$ cat src/rtl/fxr_pkg.sv
`timescale 1ns/1ps
package fxr_pkg;

  typedef enum logic [1:0] {
    OP_NONE = 2'b00,
    OP_STEP = 2'b01,
    OP_LOAD = 2'b10,
    OP_OFFS = 2'b11
  } fxr_op_e;

  typedef enum logic {
    ST_IDLE = 1'b0,
    ST_WAIT = 1'b1
  } fxr_state_e;

endpackage

$ cat src/rtl/fxr_pc_unit.sv
`timescale 1ns/1ps
module fxr_pc_unit
  import fxr_pkg::*;
#(
  parameter int ADDR_W = 64
) (
  input  logic              clk,
  input  logic              rst_n,
  input  logic              cmd_en,
  input  fxr_op_e           cmd_op,
  input  logic [ADDR_W-1:0] cmd_arg,
  output logic [ADDR_W-1:0] pc_q
);

  localparam logic [ADDR_W-1:0] STEP_BYTES = ADDR_W'(4);

  logic [ADDR_W-1:0] pc_d;

  always_comb begin
    pc_d = pc_q;
    unique case (cmd_op)
      OP_STEP: pc_d = pc_q + STEP_BYTES;
      OP_LOAD: pc_d = cmd_arg;
      OP_OFFS: pc_d = pc_q + cmd_arg;
      default: pc_d = pc_q;
    endcase
  end

  always_ff @(posedge clk or negedge rst_n) begin
    if (!rst_n) begin
      pc_q <= '0;
    end else if (cmd_en) begin
      pc_q <= pc_d;
    end
  end

endmodule

$ cat src/rtl/fxr_page_count.sv
`timescale 1ns/1ps
module fxr_page_count #(
  parameter int PAGE_INSNS = 2048,
  localparam int IDX_W     = $clog2(PAGE_INSNS),
  localparam int CNT_W     = IDX_W + 1
) (
  input  logic             clk,
  input  logic             rst_n,
  input  logic             step,
  input  logic             clear,
  input  logic             load_one,
  input  logic             load_page,
  input  logic [IDX_W-1:0] page_idx,
  output logic [CNT_W-1:0] cnt_q,
  output logic             cnt_zero
);

  localparam logic [CNT_W-1:0] FULL_PAGE = CNT_W'(PAGE_INSNS);

  logic [CNT_W-1:0] cnt_d;
  logic             cnt_en;

  assign cnt_zero = (cnt_q == '0);
  assign cnt_en   = step | clear | load_one | load_page;

  always_comb begin
    cnt_d = cnt_q;
    if (clear) begin
      cnt_d = '0;
    end else if (load_page) begin
      cnt_d = FULL_PAGE - {1'b0, page_idx};
    end else if (load_one) begin
      cnt_d = CNT_W'(1);
    end else if (step && !cnt_zero) begin
      cnt_d = cnt_q - CNT_W'(1);
    end
  end

  always_ff @(posedge clk or negedge rst_n) begin
    if (!rst_n) begin
      cnt_q <= '0;
    end else if (cnt_en) begin
      cnt_q <= cnt_d;
    end
  end

endmodule

$ cat src/rtl/fxr_fetch_ctrl.sv
`timescale 1ns/1ps
module fxr_fetch_ctrl
  import fxr_pkg::*;
#(
  parameter int ADDR_W = 64,
  parameter int CODE_W = 4
) (
  input  logic              clk,
  input  logic              rst_n,
  input  logic              fetch_req,
  input  logic              cmd_valid,
  input  fxr_op_e           cmd_op,
  input  logic [ADDR_W-1:0] pc,
  input  logic              cnt_zero,
  input  logic              rsp_valid,
  input  logic              rsp_fault,
  input  logic [CODE_W-1:0] rsp_code,
  input  logic [ADDR_W-1:0] rsp_paddr,
  output logic              idle,
  output logic              cmd_en,
  output logic              cnt_step,
  output logic              cnt_clear,
  output logic              cnt_load_one,
  output logic              cnt_load_page,
  output logic              xlt_req,
  output logic              fetch_valid,
  output logic [ADDR_W-1:0] fetch_paddr,
  output logic              fetch_fault,
  output logic [CODE_W-1:0] fetch_code
);

  localparam logic [ADDR_W-1:0] WORD_MASK  = ~ADDR_W'(3);
  localparam logic [ADDR_W-1:0] STEP_BYTES = ADDR_W'(4);

  fxr_state_e        state_q, state_d;
  logic [ADDR_W-1:0] paddr_q, paddr_d;
  logic              paddr_en;

  logic              fetch_go, phys_go, hit_go, miss_go;
  logic              rsp_take, rsp_ok, rsp_bad;
  logic [ADDR_W-1:0] phys_addr, rsp_addr;

  logic              fv_d;
  logic [ADDR_W-1:0] fpa_d;
  logic              ffault_d;
  logic [CODE_W-1:0] fcode_d;

  // Decode of the current request
  assign idle      = (state_q == ST_IDLE);
  assign cmd_en    = idle & cmd_valid & (cmd_op != OP_NONE);
  assign fetch_go  = idle & fetch_req & ~cmd_valid;
  assign phys_go   = fetch_go & pc[0];
  assign hit_go    = fetch_go & ~pc[0] & ~cnt_zero;
  assign miss_go   = fetch_go & ~pc[0] & cnt_zero;

  assign rsp_take  = (state_q == ST_WAIT) & rsp_valid;
  assign rsp_ok    = rsp_take & ~rsp_fault;
  assign rsp_bad   = rsp_take & rsp_fault;

  assign phys_addr = pc & WORD_MASK;
  assign rsp_addr  = rsp_paddr & WORD_MASK;

  // Countdown controls
  assign cnt_step      = cmd_en & (cmd_op == OP_STEP);
  assign cnt_clear     = cmd_en & ((cmd_op == OP_LOAD) | (cmd_op == OP_OFFS));
  assign cnt_load_one  = phys_go;
  assign cnt_load_page = rsp_ok;

  assign xlt_req = (state_q == ST_WAIT);

  // Next state
  always_comb begin
    state_d = state_q;
    if (miss_go) begin
      state_d = ST_WAIT;
    end else if (rsp_take) begin
      state_d = ST_IDLE;
    end
  end

  // Cached physical address
  always_comb begin
    paddr_en = phys_go | rsp_ok | cnt_step;
    paddr_d  = paddr_q;
    if (phys_go) begin
      paddr_d = phys_addr;
    end else if (rsp_ok) begin
      paddr_d = rsp_addr;
    end else if (cnt_step) begin
      paddr_d = paddr_q + STEP_BYTES;
    end
  end

  // Result formation
  always_comb begin
    fv_d     = phys_go | hit_go | rsp_take;
    ffault_d = rsp_bad;
    fcode_d  = rsp_bad ? rsp_code : '0;
    if (phys_go) begin
      fpa_d = phys_addr;
    end else if (rsp_ok) begin
      fpa_d = rsp_addr;
    end else if (rsp_bad) begin
      fpa_d = '0;
    end else begin
      fpa_d = paddr_q;
    end
  end

  always_ff @(posedge clk or negedge rst_n) begin
    if (!rst_n) begin
      state_q <= ST_IDLE;
    end else begin
      state_q <= state_d;
    end
  end

  always_ff @(posedge clk or negedge rst_n) begin
    if (!rst_n) begin
      paddr_q <= '0;
    end else if (paddr_en) begin
      paddr_q <= paddr_d;
    end
  end

  always_ff @(posedge clk or negedge rst_n) begin
    if (!rst_n) begin
      fetch_valid <= 1'b0;
    end else begin
      fetch_valid <= fv_d;
    end
  end

  always_ff @(posedge clk or negedge rst_n) begin
    if (!rst_n) begin
      fetch_paddr <= '0;
      fetch_fault <= 1'b0;
      fetch_code  <= '0;
    end else if (fv_d) begin
      fetch_paddr <= fpa_d;
      fetch_fault <= ffault_d;
      fetch_code  <= fcode_d;
    end
  end

endmodule

$ cat src/rtl/fetch_xlate_reuse.sv
`timescale 1ns/1ps
module fetch_xlate_reuse
  import fxr_pkg::*;
#(
  parameter int ADDR_W     = 64,
  parameter int PAGE_INSNS = 2048,
  parameter int CODE_W     = 4,
  localparam int IDX_W     = $clog2(PAGE_INSNS),
  localparam int CNT_W     = IDX_W + 1
) (
  input  logic              clk,
  input  logic              rst_n,
  input  logic              cmd_valid,
  input  logic [1:0]        cmd_op,
  input  logic [ADDR_W-1:0] cmd_arg,
  input  logic              fetch_req,
  output logic              fetch_ready,
  output logic              fetch_valid,
  output logic [ADDR_W-1:0] fetch_paddr,
  output logic              fetch_fault,
  output logic [CODE_W-1:0] fetch_code,
  output logic              xlt_req,
  output logic [ADDR_W-1:0] xlt_vaddr,
  input  logic              xlt_rsp_valid,
  input  logic              xlt_rsp_fault,
  input  logic [CODE_W-1:0] xlt_rsp_code,
  input  logic [ADDR_W-1:0] xlt_rsp_paddr,
  output logic [ADDR_W-1:0] pc_o,
  output logic [CNT_W-1:0]  page_left
);

  // Reset: asserted asynchronously, released on the clock
  logic [1:0] rst_pipe;
  logic       rst_ls;

  always_ff @(posedge clk or negedge rst_n) begin
    if (!rst_n) begin
      rst_pipe <= 2'b00;
    end else begin
      rst_pipe <= {rst_pipe[0], 1'b1};
    end
  end
  assign rst_ls = rst_pipe[1];

  fxr_op_e           op_e;
  logic [ADDR_W-1:0] pc_q;
  logic              cmd_en;
  logic              cnt_step, cnt_clear, cnt_load_one, cnt_load_page;
  logic              cnt_zero;
  logic [IDX_W-1:0]  page_idx;

  assign op_e     = fxr_op_e'(cmd_op);
  assign page_idx = pc_q[IDX_W+1:2];

  fxr_pc_unit #(
    .ADDR_W (ADDR_W)
  ) pc_i (
    .clk     (clk),
    .rst_n   (rst_ls),
    .cmd_en  (cmd_en),
    .cmd_op  (op_e),
    .cmd_arg (cmd_arg),
    .pc_q    (pc_q)
  );

  fxr_page_count #(
    .PAGE_INSNS (PAGE_INSNS)
  ) cnt_i (
    .clk       (clk),
    .rst_n     (rst_ls),
    .step      (cnt_step),
    .clear     (cnt_clear),
    .load_one  (cnt_load_one),
    .load_page (cnt_load_page),
    .page_idx  (page_idx),
    .cnt_q     (page_left),
    .cnt_zero  (cnt_zero)
  );

  fxr_fetch_ctrl #(
    .ADDR_W (ADDR_W),
    .CODE_W (CODE_W)
  ) ctrl_i (
    .clk           (clk),
    .rst_n         (rst_ls),
    .fetch_req     (fetch_req),
    .cmd_valid     (cmd_valid),
    .cmd_op        (op_e),
    .pc            (pc_q),
    .cnt_zero      (cnt_zero),
    .rsp_valid     (xlt_rsp_valid),
    .rsp_fault     (xlt_rsp_fault),
    .rsp_code      (xlt_rsp_code),
    .rsp_paddr     (xlt_rsp_paddr),
    .idle          (fetch_ready),
    .cmd_en        (cmd_en),
    .cnt_step      (cnt_step),
    .cnt_clear     (cnt_clear),
    .cnt_load_one  (cnt_load_one),
    .cnt_load_page (cnt_load_page),
    .xlt_req       (xlt_req),
    .fetch_valid   (fetch_valid),
    .fetch_paddr   (fetch_paddr),
    .fetch_fault   (fetch_fault),
    .fetch_code    (fetch_code)
  );

  assign xlt_vaddr = pc_q;
  assign pc_o      = pc_q;

endmodule

$ cat config.mk
export PLATFORM = sky130hd
export DESIGN_NAME = fetch_xlate_reuse
export DESIGN_NICKNAME = d
export VERILOG_FILES = /design/src/rtl/fxr_pkg.sv /design/src/rtl/fxr_pc_unit.sv /design/src/rtl/fxr_page_count.sv /design/src/rtl/fxr_fetch_ctrl.sv /design/src/rtl/fetch_xlate_reuse.sv
export SDC_FILE = /design/constraint.sdc
export NUM_CORES = 1
export LEC_CHECK = 0
export BUFFER_PORTS_ARGS = -buffer_cell sky130_fd_sc_hd__buf_2
export CAP_MARGIN = 20
export CORE_ASPECT_RATIO = 1.75
export CORE_MARGIN = 3
export CORE_UTILIZATION = 50
export DETAILED_ROUTE_END_ITERATION = 8
export PLACE_DENSITY = 0.8
export SETUP_SLACK_MARGIN = 0.4
export SYNTH_ARGS = -nofsm -noshare
export SYNTH_HDL_FRONTEND = slang
export SYNTH_SLANG_ARGS = --single-unit
export TNS_END_PERCENT = 1
$ cat constraint.sdc
create_clock -name clk -period 6.5 [get_ports clk]
set_input_delay 1.3 -clock clk [delete_from_list [all_inputs] [get_ports clk]]
set_output_delay 1.3 -clock clk [all_outputs]
set_load 0.05 [all_outputs]
* Yosys cells after proc, flatten, opt, wreduce, memory -nomap -nowiden *
Index checks and enable logic that the tools add are counted.

storage, ports and cells
  output and inout port bits = 212
  memory bits (writable) = 0
  memories = 0
  memory bits (read-only) = 0
  latch bits = 0
  logic and storage cells = 68
  input port bits = 140
  bits in registers = 213

cells by class
  div/mod/pow operators = 0
  mux-type cells = 14
  equal/unequal tests = 3
  reduce and logical (&&, ||, !) cells = 11
  add/subtract/negate cells = 5
  shift operators = 0
  bitwise operators = 26
  order comparisons = 0
  $mul = 0

operators with widths
  cell                                                  count
  2-to-1 mux 64 bit                                     6
  one-hot mux 64 bit (3 select lines)                   1
  adder 64 x 3 -> 64 bit (second input constant)        2
  adder 64 bit                                          1
  2-to-1 mux 12 bit                                     4
  bitwise AND 1 bit                                     13
  zero test 12 bit                                      1
  subtractor 12 x 1 -> 12 bit (second input constant)   1
  subtractor 12 x 11 -> 12 bit (first input constant)   1
  bitwise OR 1 bit                                      8
  AND reduction 2 bit                                   3
  nonzero test 3 bit                                    2
  inverter 1 bit                                        5
  equality test 2 bit (second input constant)           2
  2-to-1 mux 4 bit                                      1
  nonzero test 2 bit                                    2
  nonzero test 4 bit                                    1
  equality test 2 x 1 -> 1 bit (second input constant)  1
  2-to-1 mux 1 bit                                      2
  logical AND 1 bit                                     1
  zero test 1 bit                                       1

* Longest topological paths before layout *
  word-level depth = 9
  gate-level depth with buffers = 13
  depth with buffers taken out = 12

* Cells and area by module *
Synthesis repeated with hierarchy kept, for this count alone.

second synthesis, totals
  cells, all modules = 2282
  area total of the unflattened synthesis = 17702.0 sq um

by module, submodules not included
  module             times used  area each (sq um)  cells an instance  seq. area each (sq um)
  fxr_pc_unit        1           8829.7             1227               1601.5
  fxr_fetch_ctrl     1           7289.5             858                3303.2
  fxr_page_count     1           1048.5             130                300.3
  fetch_xlate_reuse  1           534.3              67                 50.0

* Least setup slack after synthesis *
No wires, ideal clock.

  path type = input -> register
  start point = in cmd_arg[0]
  end point = reg pc_i.pc_q[60]
  path buffers = 0
  library setup time = 87 ps
  required time = 6413 ps
  slack = 2566 ps
  arrival = 3847 ps
  stages on the path = 12
  path through = ha_1 fa_1 a21o_1 a221oi_1 nor4_1 o211ai_1 o211ai_1 a31oi_1 o21ba_2 o21ai_0 xnor2_1 o211ai_1

between the ends
  longest elaborated chain between the ends = 2

ends and longest elaborated chain
  element                              line                     text
  start, declared                      fetch_xlate_reuse.sv:15  input logic [ADDR_W-1:0] cmd_arg,
  adder 64 bit                         fxr_pc_unit.sv:24        OP_OFFS: pc_d = pc_q + cmd_arg;
  one-hot mux 64 bit (3 select lines)  fxr_pc_unit.sv:21        unique case (cmd_op)
  end signal, assigned                 fxr_pc_unit.sv:33        pc_q <= pc_d;
  end, declared                        fxr_pc_unit.sv:12        output logic [ADDR_W-1:0] pc_q

Every way passes these cells.
A chain may end at the register's enable or synchronous reset.

* Worst setup path after layout *
Same ends and word-level chain as after synthesis.

==> flow_summary.ini <==
[sta]
fmax_mhz = 219
whs_ps = 274
tns_ps = 0
rsz0062_at_grt = no
finalCritPeriodShare_pct = 70.1
worst_slew_pin_slew_ps = 1120
maxSlewViolCount = 0
min_period_ps = 4560
slew_headroom_pct = 25.5
fin_skew_ps = 10.3
final-hold-violation-count = 0
finalSetupViolations = 0

[synthesis]
synth_nets = 2457
ys_types = 83
yosysSeqAreaShare_pct = 30.4
synthTopCellsByArea = dfrtp_1, a21oi_1, o21ai_0
ys_async_sr_fraction_pct = 100
ys_seq_elements = 210
ys_warn_count = 0
yosysTopAreaCell = dfrtp_1
syn-instance-count = 2249
synth_edf_count = 0
synth_ff_type = dfrtp_1
synth_top_area_share_pct = 30.4
syn_avg_cell_area_um2 = 7.68
syn_area_mm2 = 0.0173

[worst_setup_path]
path_class = primary input to flip-flop
critPathTopFamily = compound AO/OA/AOI/OAI gates
worst_r2r_endpoint = pc_i.pc_q[60]$_DFFE_PN0P_
crit_arrival_ps = 4930
timing.critical_path.slowest_stage_cell = a221oi_1
crit_fanout = 4
cp-end-kind = flip-flop
crit_top_cell = o211ai_1
path_depth = 13
path_buf_inv = 1
critPathMaxStageDelay_ps = 560
ff2ff_setup_slack_ps = 2360
startpoint = cmd_arg[0]
critPathLaunchType = primary input
critPathRequiredTime_ps = 6870
worst-r2r-cell-count = 12
timing.rr.start = pc_i.pc_q[0]$_DFFE_PN0P_
path_cells = buf_2, ha_1, fa_1, a21o_1, a221oi_1, nor4_1, o211ai_1, o211ai_1, a31oi_1, o21ba_2, o21ai_0, xnor2_1, o211ai_1

[route]
drc = 0
vias_per_cell = 6.77
ant_nets = 0
firstDrtPassIters = 6
drtIter0Drc = 2415
vias = 19587
routed_wl_um = 69700
drt-wirelength-per-cell_um = 24.1

[placement]
place_congestion = 0.986
dpl.hpwl_um = 51100
io_buffers = 349
place_inst = 2854

[floorplanning]
coreArea_mm2 = 0.0339
initial_core_util_pct = 51.0
die_y_um = 252
die_width_um = 146
pin_count = 352
fp-row-count = 89
die_area_mm2 = 0.0369

[layout]
fillCellCount = 3226
final-instance-count-excl-fill = 2895
multi_input_area_mm2 = 0.0108
final_util_pct = 57.5
drive_above_1_share_pct = 18.8
nNetsFinal = 2629
layout_common_cells = buf_2, a21oi_1, o21ai_0
seqCellArea_mm2 = 0.00526
syn_to_final_growth_pct = 12.8
final_common_cell = buf_2

[job]
drv_cap = 0

[power]
p_per_area_mw_per_mm2 = 582
ir_worst_vdd_uv = 351
p_leak_nw = 8.49

[clock_network]
tritoncts = done
cts_resized = 0
clock_latency_ps = 520
hold_buffers = 0
cts.clk_slew.worst_paths_ps = 70
cts_buffers = 20
h-tree-depth = 1
cts_setup_buffers = 0
cts_sinks = 210
clockBufferDepth = 3
root_buffer = clkbuf_16

[global_route]
grt_max_degree = 178
grt_pass1_vias = 18772
grt_usage_pct = 35.6
grt-ovfl-total = 0
antenna_found_initial = 6
grt_pass1_wl_um = 105000

[hold_path]
hp-class = flip-flop to async pin

[status]
status = completed
==> flip-flops by register name (all words and copies together) (netlist names) <==
register,cells
ctrl_i.fetch_fault,1
cnt_i.cnt_q,12
rst_pipe,2
ctrl_i.fetch_paddr,63
ctrl_i.fetch_code,4
ctrl_i.fetch_valid,1
ctrl_i.paddr_q,62
ctrl_i.xlt_req,1
pc_i.pc_q,64
==> synth_stat cells (8+ instances only) <==
master and n:
o211ai_1 8, o31ai_1 11, a21oi_1 299, inv_1 41, buf_4 67, nor3_1 36, or3_1 18, clkbuf_1 138
o21a_1 44, nand2_1 204, and3_1 37, nor2b_1 12, xnor2_1 46, and2_1 11, xor2_1 29, nor2_1 196
o22a_1 11, buf_1 15, o21ai_0 216, o21bai_1 17, a22oi_1 74, a211oi_1 16, nand2b_1 9, a21o_1 44
nand4_1 44, a221oi_1 13, and4_1 12, nand3_1 73, a31oi_1 43, ha_1 67, a221o_1 20, nor3b_1 8
dfrtp_1 210, mux2i_1 16, o22ai_1 15, nor4_1 13
==> metrics by stage <==
step | setup WS, ps | cell area, µm² | total power, mW
floorplan | 2570 | 17300 | 8.10
global placement | 1520 | 18700 | 9.75
detailed placement | 1500 | 18700 | 9.90
CTS | 2030 | 19500 | 11.2
global route | 1890 | 19500 | 11.9
finish | 1940 | 19500 | 11.3
==> power by group <==
part | total [mW] | switching, mW | internal [mW]
sequential | 3.06 | 1.19 | 1.87
combinational | 6.97 | 4.88 | 2.09
clock | 1.30 | 0.536 | 0.765
==> cell type report <==
| class | instances | share of cell area [%] |
|---|---|---|
| antenna | 6 | 0.0771 |
| clock buffer | 28 | 3.09 |
| clock inverter | 7 | 0.565 |
| inverter | 43 | 0.829 |
| multi-input combinational | 1771 | 55.5 |
| sequential | 210 | 27.0 |
| tap | 455 | 2.92 |
| timing repair buffer | 375 | 10.0 |
==> metal layers <==
layer	track usage, %	up-vias	part of all wire [%]
met1	41.7	9238	35
met2	59.3	1378	48
met5	0	-	0
li1	-	8643	-
met4	26.4	0	8.3
met3	4.98	328	9.2
==> kinds of logic (layout without fill, tap and decap cells) <==
kind of cell / Yosys count / count (layout) / synth area share [%]
AO/OA/AOI/OAI: 898 / 898 / 32.2
adder cells (fa/ha/maj): 68 / 68 / 4.97
flip-flops: 210 / 210 / 30.4
buffers and inverters: 268 / 453 / 7.39
other: 1 / 7 / 0.0217
multiplexers: 23 / 23 / 1.38
AND/OR/NAND/NOR: 706 / 706 / 19.8
XOR/XNOR: 75 / 75 / 3.80
==> worst max-delay path by stage <==
stage	slack, ps	end
after CTS	2030	pc_i.pc_q[60]$_DFFE_PN0P_
after global placement	1520	pc_i.pc_q[60]$_DFFE_PN0P_
final	1940	pc_i.pc_q[60]$_DFFE_PN0P_
after floorplan	2570	pc_i.pc_q[60]$_DFFE_PN0P_
after global routing	1890	pc_i.pc_q[56]$_DFFE_PN0P_
after detailed placement	1500	pc_i.pc_q[56]$_DFFE_PN0P_
Power figures use the tool's default switching activity.
